**src/rtl/slp_pkg.sv**
```systemverilog
package slp_pkg;
  localparam int BYTE_W     = 8;
  localparam int FRAME_BITS = 2 * BYTE_W;
  localparam int CNT_W      = $clog2(FRAME_BITS + 1);
  localparam int IDX_W      = $clog2(BYTE_W);

  typedef enum logic [1:0] {
    OP_WR_DIR = 2'b00,
    OP_WR_LAT = 2'b01,
    OP_RD_DIR = 2'b10,
    OP_RD_LAT = 2'b11
  } op_e;

  function automatic op_e decode_op(input logic [BYTE_W-1:0] b);
    return op_e'({b[BYTE_W-1], b[0]});
  endfunction

  function automatic logic op_is_read(input op_e o);
    return o[1];
  endfunction
endpackage

```
**src/rtl/slp_frame.sv**
```systemverilog
module slp_frame
  import slp_pkg::*;
(
  input  logic              clk,
  input  logic              rst,
  input  logic              cs_n,
  input  logic              sdi,
  output logic [CNT_W-1:0]  bit_cnt,
  output logic [BYTE_W-1:0] cur_byte,
  output logic              instr_fire,
  output logic              data_fire,
  output op_e               op_q
);
  logic [BYTE_W-2:0] sh_q;

  assign cur_byte   = {sh_q, sdi};
  assign instr_fire = !cs_n && (bit_cnt == CNT_W'(BYTE_W - 1));
  assign data_fire  = !cs_n && (bit_cnt == CNT_W'(FRAME_BITS - 1));

  always_ff @(posedge clk) begin
    if (rst) begin
      bit_cnt <= '0;
      sh_q    <= '0;
      op_q    <= OP_RD_DIR;
    end else if (cs_n) begin
      bit_cnt <= '0;
    end else if (bit_cnt != CNT_W'(FRAME_BITS)) begin
      bit_cnt <= bit_cnt + 1'b1;
      sh_q    <= cur_byte[BYTE_W-2:0];
      if (instr_fire) op_q <= decode_op(cur_byte);
    end
  end
endmodule

```
**src/rtl/slp_regs.sv**
```systemverilog
module slp_regs
  import slp_pkg::*;
#(
  parameter int NPIN = 6
)(
  input  logic              clk,
  input  logic              rst,
  input  logic              instr_fire,
  input  logic              data_fire,
  input  op_e               op_q,
  input  logic [BYTE_W-1:0] cur_byte,
  input  logic [NPIN-1:0]   pad_in,
  output logic [NPIN-1:0]   dir_q,
  output logic [NPIN-1:0]   lat_q,
  output logic [BYTE_W-1:0] obyte_q
);
  logic [NPIN-1:0]   cap_q, cap_now, lat_next;
  logic [BYTE_W-1:0] obyte_next;
  op_e               op_new;

  assign op_new = decode_op(cur_byte);

  for (genvar i = 0; i < NPIN; i++) begin : g_pin
    assign cap_now[i]  = dir_q[i] ? lat_q[i] : pad_in[i];
    assign lat_next[i] = dir_q[i] ? ((op_q == OP_WR_LAT) ? cur_byte[i] : lat_q[i])
                                  : cap_q[i];
  end

  always_comb begin
    unique case (op_new)
      OP_RD_DIR: obyte_next = BYTE_W'(dir_q);
      OP_RD_LAT: obyte_next = BYTE_W'(lat_q);
      default:   obyte_next = BYTE_W'(cap_now);
    endcase
  end

  always_ff @(posedge clk) begin
    if (rst) begin
      dir_q   <= '0;
      lat_q   <= '0;
      cap_q   <= '0;
      obyte_q <= '0;
    end else begin
      if (instr_fire) begin
        obyte_q <= obyte_next;
        if (!op_is_read(op_new)) cap_q <= cap_now;
      end
      if (data_fire && !op_is_read(op_q)) begin
        lat_q <= lat_next;
        if (op_q == OP_WR_DIR) dir_q <= cur_byte[NPIN-1:0];
      end
    end
  end
endmodule

```
**src/rtl/slp_sdo.sv**
```systemverilog
module slp_sdo
  import slp_pkg::*;
(
  input  logic              clk,
  input  logic              rst,
  input  logic              cs_n,
  input  logic [CNT_W-1:0]  bit_cnt,
  input  logic [BYTE_W-1:0] obyte,
  output logic              sdo
);
  logic           in_data;
  logic [IDX_W-1:0] idx;

  assign in_data = !cs_n && (bit_cnt >= CNT_W'(BYTE_W)) && (bit_cnt < CNT_W'(FRAME_BITS));
  assign idx     = IDX_W'(FRAME_BITS - 1 - int'(bit_cnt));

  always_ff @(negedge clk) begin
    if (rst)          sdo <= 1'b0;
    else if (in_data) sdo <= obyte[idx];
    else              sdo <= 1'b0;
  end
endmodule

```
**src/rtl/serial_latch_port.sv**
```systemverilog
module serial_latch_port
  import slp_pkg::*;
#(
  parameter int NPIN = 6
)(
  input  logic            sclk,
  input  logic            mrst,
  input  logic            cs_n,
  input  logic            sdi,
  output logic            sdo,
  input  logic [NPIN-1:0] pad_in,
  output logic [NPIN-1:0] pad_out,
  output logic [NPIN-1:0] pad_oe
);
  logic [CNT_W-1:0]  bit_cnt;
  logic [BYTE_W-1:0] cur_byte, obyte;
  logic              instr_fire, data_fire;
  op_e               op_q;
  logic [NPIN-1:0]   dir_q, lat_q;

  slp_frame u_frame (
    .clk(sclk), .rst(mrst), .cs_n(cs_n), .sdi(sdi),
    .bit_cnt(bit_cnt), .cur_byte(cur_byte),
    .instr_fire(instr_fire), .data_fire(data_fire), .op_q(op_q)
  );

  slp_regs #(.NPIN(NPIN)) u_regs (
    .clk(sclk), .rst(mrst), .instr_fire(instr_fire), .data_fire(data_fire),
    .op_q(op_q), .cur_byte(cur_byte), .pad_in(pad_in),
    .dir_q(dir_q), .lat_q(lat_q), .obyte_q(obyte)
  );

  slp_sdo u_sdo (
    .clk(sclk), .rst(mrst), .cs_n(cs_n), .bit_cnt(bit_cnt),
    .obyte(obyte), .sdo(sdo)
  );

  assign pad_oe  = dir_q;
  assign pad_out = lat_q;
endmodule

```
**config.mk**
```make
export PLATFORM = sky130hd
export DESIGN_NAME = serial_latch_port
export DESIGN_NICKNAME = d
export VERILOG_FILES = /design/src/rtl/slp_pkg.sv /design/src/rtl/slp_frame.sv /design/src/rtl/slp_regs.sv /design/src/rtl/slp_sdo.sv /design/src/rtl/serial_latch_port.sv
export SDC_FILE = /design/constraint.sdc
export NUM_CORES = 1
export LEC_CHECK = 0
export BUFFER_PORTS_ARGS = -buffer_cell sky130_fd_sc_hd__buf_2
export CORE_ASPECT_RATIO = 2
export CORE_UTILIZATION = 30
export DETAILED_ROUTE_END_ITERATION = 16
export SLEW_MARGIN = 20
export SYNTH_ARGS = -nofsm -noshare
export SYNTH_HDL_FRONTEND = slang
export SYNTH_HIERARCHICAL = 1
export SYNTH_SLANG_ARGS = --single-unit
```
**constraint.sdc**
```tcl
create_clock -name sclk -period 4.3 [get_ports sclk]
set_input_delay 0.645 -clock sclk [delete_from_list [all_inputs] [get_ports sclk]]
set_output_delay 0.645 -clock sclk [all_outputs]
set_load 0.01 [all_outputs]
```
==> flow_metrics.tcl <==
set metrics [dict create \
    hold_viol_final 0 \
    critical_path.max_stage_delay_ns 0.28 \
    viasPerCell 4.86 \
    first_pass_iters 4 \
    max-cap-violations 0 \
    gr-total-overflow 0 \
    ios 23 \
    finalSetupViolCount 0 \
    hold_depth 2 \
    final_nets 228 \
    synth_adder_area_share 0.0194 \
    hold_path_class "reg2reg" \
    antenna_found_initial 0 \
    htree_levels 2 \
    powerDensity_mw_per_mm2 352 \
    die_y_um 116 \
    synth_top_area_cell "dfxtp_1" \
    synthMuxAreaShare 0.188 \
    ctsHoldBuffers 0 \
    final.setup.tns_ns 0 \
    rr_worst_depth 3 \
    regToRegSetupSlack_ns 0.85 \
    port_buffers 22 \
    grt_pass1_vias 1473 \
    fill_cells 672 \
    drt.antenna.violating_nets 0 \
    post_cts_buffers 0 \
    grt_max_degree 41 \
    cts_num_sinks 39 \
    arrival_ns 2.91 \
    start_util 0.309 \
    final_cell_mix "dfxtp_1, mux2i_1, buf_2, nor2_1, nand2b_1" \
    ys_seq_elements 39 \
    cp.buffers_inverters 1 \
    insertion_delay_ns 0.35 \
    critPathTopFamily "flip-flops" \
    syn-cell-area_mm2 0.00193 \
    drtIter0Drc 33 \
    synth_compound_area_frac 0.125 \
    cts_buffers 5 \
    relSlewSlack 0.457 \
    cts_tree "yes" \
    synth-simple-area-share 0.194 \
    grt_pass1_wl_um 7270 \
    r2r_end "u_sdo/sdo" \
    gp_congestion 0.753 \
    synthDistinctLibCells 35 \
    synthTopCellsByArea "dfxtp_1, mux2i_1, a311oi_1" \
    syn_to_final_growth_pct 15.8 \
    drcViolationCount 0 \
    design.die.area_mm2 0.00679 \
    startpoint_type "flip-flop" \
    holdWs_ns 0.480 \
    status "completed" \
    vias 1468 \
    worstPathCellList "buf_2" \
    synth-xor-area-share 0.0136 \
    die_x_um 58.8 \
    yosysSeqAreaShare 0.404 \
    wl_um 4530 \
    final_common_cell "dfxtp_1" \
    crit_slowest_cell "dfxtp_1" \
    crit_type "reg2out" \
    skew_ns 0.0705 \
    yosysWarnings 6 \
    syn_inst 198 \
    min_from "u_frame/sh_q[5]" \
    track_usage 0.148 \
    vdd_ir_drop_max_uv 241 \
    clock-root-buffer "clkbuf_16" \
    cts_resized 0 \
    antenna_cells 0 \
    cts.clk_slew.worst_paths_ns 0.05 \
    synth_top_family_by_area "simple AND/OR/NAND/NOR gates" \
    row_count 41 \
    syn_avg_cell_area_um2 9.77 \
    rsz0062_at_grt "no" \
    cts_max_path_buffers 2 \
    critPathMaxFanout 1 \
    min_to "u_frame/sh_q[5]" \
    r2r-start "u_frame/bit_cnt[0]" \
    place_hpwl_um 3290 \
    coreArea_mm2 0.00626 \
    endpoint_kind "primary output" \
    wire_per_inst_um 15.0 \
    p_leak_nw 0.770 \
    crit_required_ns 3.65 \
    drv_slew 0 \
    tightest_slew_ns 0.809 \
    drive_above_1_share 0.176 \
    synth.top_cell.area_share 0.404 \
]
-- per-stage QoR --
| step | setup slack, ns | std cells | utilization | total power, mW | cell area (um2) |
|---|---|---|---|---|---|
| global placement | 0.829 | 294 | 0.332 | 0.409 | 2080 |
| CTS | 0.738 | 302 | 0.357 | 0.799 | 2230 |
| floorplan | 0.919 | 199 | - | 0.398 | 1940 |
| global route | 0.700 | 302 | 0.358 | 0.814 | 2240 |
| detailed placement | 0.778 | 294 | 0.332 | 0.409 | 2080 |
| finish | 0.747 | 302 | 0.358 | 0.787 | 2240 |
-- power breakdown --
part           leakage [nW]  switching [mW]  internal [mW]  total [mW]
logic                 0.373          0.0181         0.0139      0.0320
clock network        0.0825           0.141          0.248       0.389
registers             0.315         0.00271          0.364       0.366
-- final cells by class --
class | instances | area [um2] | share of cell area
flip-flops and latches | 39 | 781 | 0.349
repair buffers | 23 | 118 | 0.0525
multi-input cells | 141 | 1060 | 0.473
clock inverters | 1 | 3.75 | 0.00168
inverters | 4 | 15.0 | 0.00670
clock buffers | 8 | 156 | 0.0698
well taps | 86 | 108 | 0.0480
-- sequential cells by signal, indices dropped and copies added, names as in the netlist --
name             count
u_frame/sh_q         7
u_frame/bit_cnt      5
u_regs/obyte_q       6
u_sdo/sdo            1
u_regs/lat_q         6
u_regs/dir_q         6
u_regs/cap_q         6
u_frame/op_q         2
-- logic make-up after synthesis --
| family | Yosys count |
|---|---|
| buffers and inverters | 19 |
| muxes | 33 |
| adders and majority gates | 3 |
| and+or+nand+nor | 66 |
| AOI/OAI and AO/OA | 34 |
| DFF | 39 |
| xor gates and xnor gates | 3 |
| other | 1 |
-- synthesized netlist by cell type --
master / number
o221a_2: 1
nand3_1: 1
buf_2: 3
nor3b_4: 1
nor2_2: 1
nor4_1: 1
buf_6: 1
nand2_1: 6
a21oi_1: 6
a21boi_0: 3
mux2_1: 1
or2_4: 1
and3_1: 1
nor3_1: 5
nor2_1: 22
ha_1: 3
xor2_1: 1
mux4_1: 2
nor4bb_1: 1
and2_1: 1
clkbuf_1: 4
buf_4: 6
inv_1: 5
mux2i_1: 30
a311oi_1: 12
o21ai_0: 7
and2b_1: 1
dfxtp_1: 39
nor2b_1: 6
nor4_4: 1
nor2b_2: 2
a211oi_1: 5
xnor2_1: 2
conb_1: 1
nand2b_1: 15
-- worst max path at each step --
stage                             startpoint         to  cells past startpoint
after detailed placement  u_frame/bit_cnt[0]  u_sdo/sdo                      3
after floorplan           u_frame/bit_cnt[0]  u_sdo/sdo                      3
final                              u_sdo/sdo        sdo                      1
after global routing               u_sdo/sdo        sdo                      1
after global placement    u_frame/bit_cnt[0]  u_sdo/sdo                      3
after CTS                          u_sdo/sdo        sdo                      1
-- metal layers --
metal / up-vias / part of all wire / global-route usage
met5: - / 0 / 0
met4: 0 / 0.022 / 0.0651
met3: 5 / 0.023 / 0.0357
met2: 20 / 0.55 / 0.270
met1: 710 / 0.41 / 0.154
li1: 733 / - / -
Power figures use the tool's default switching activity.
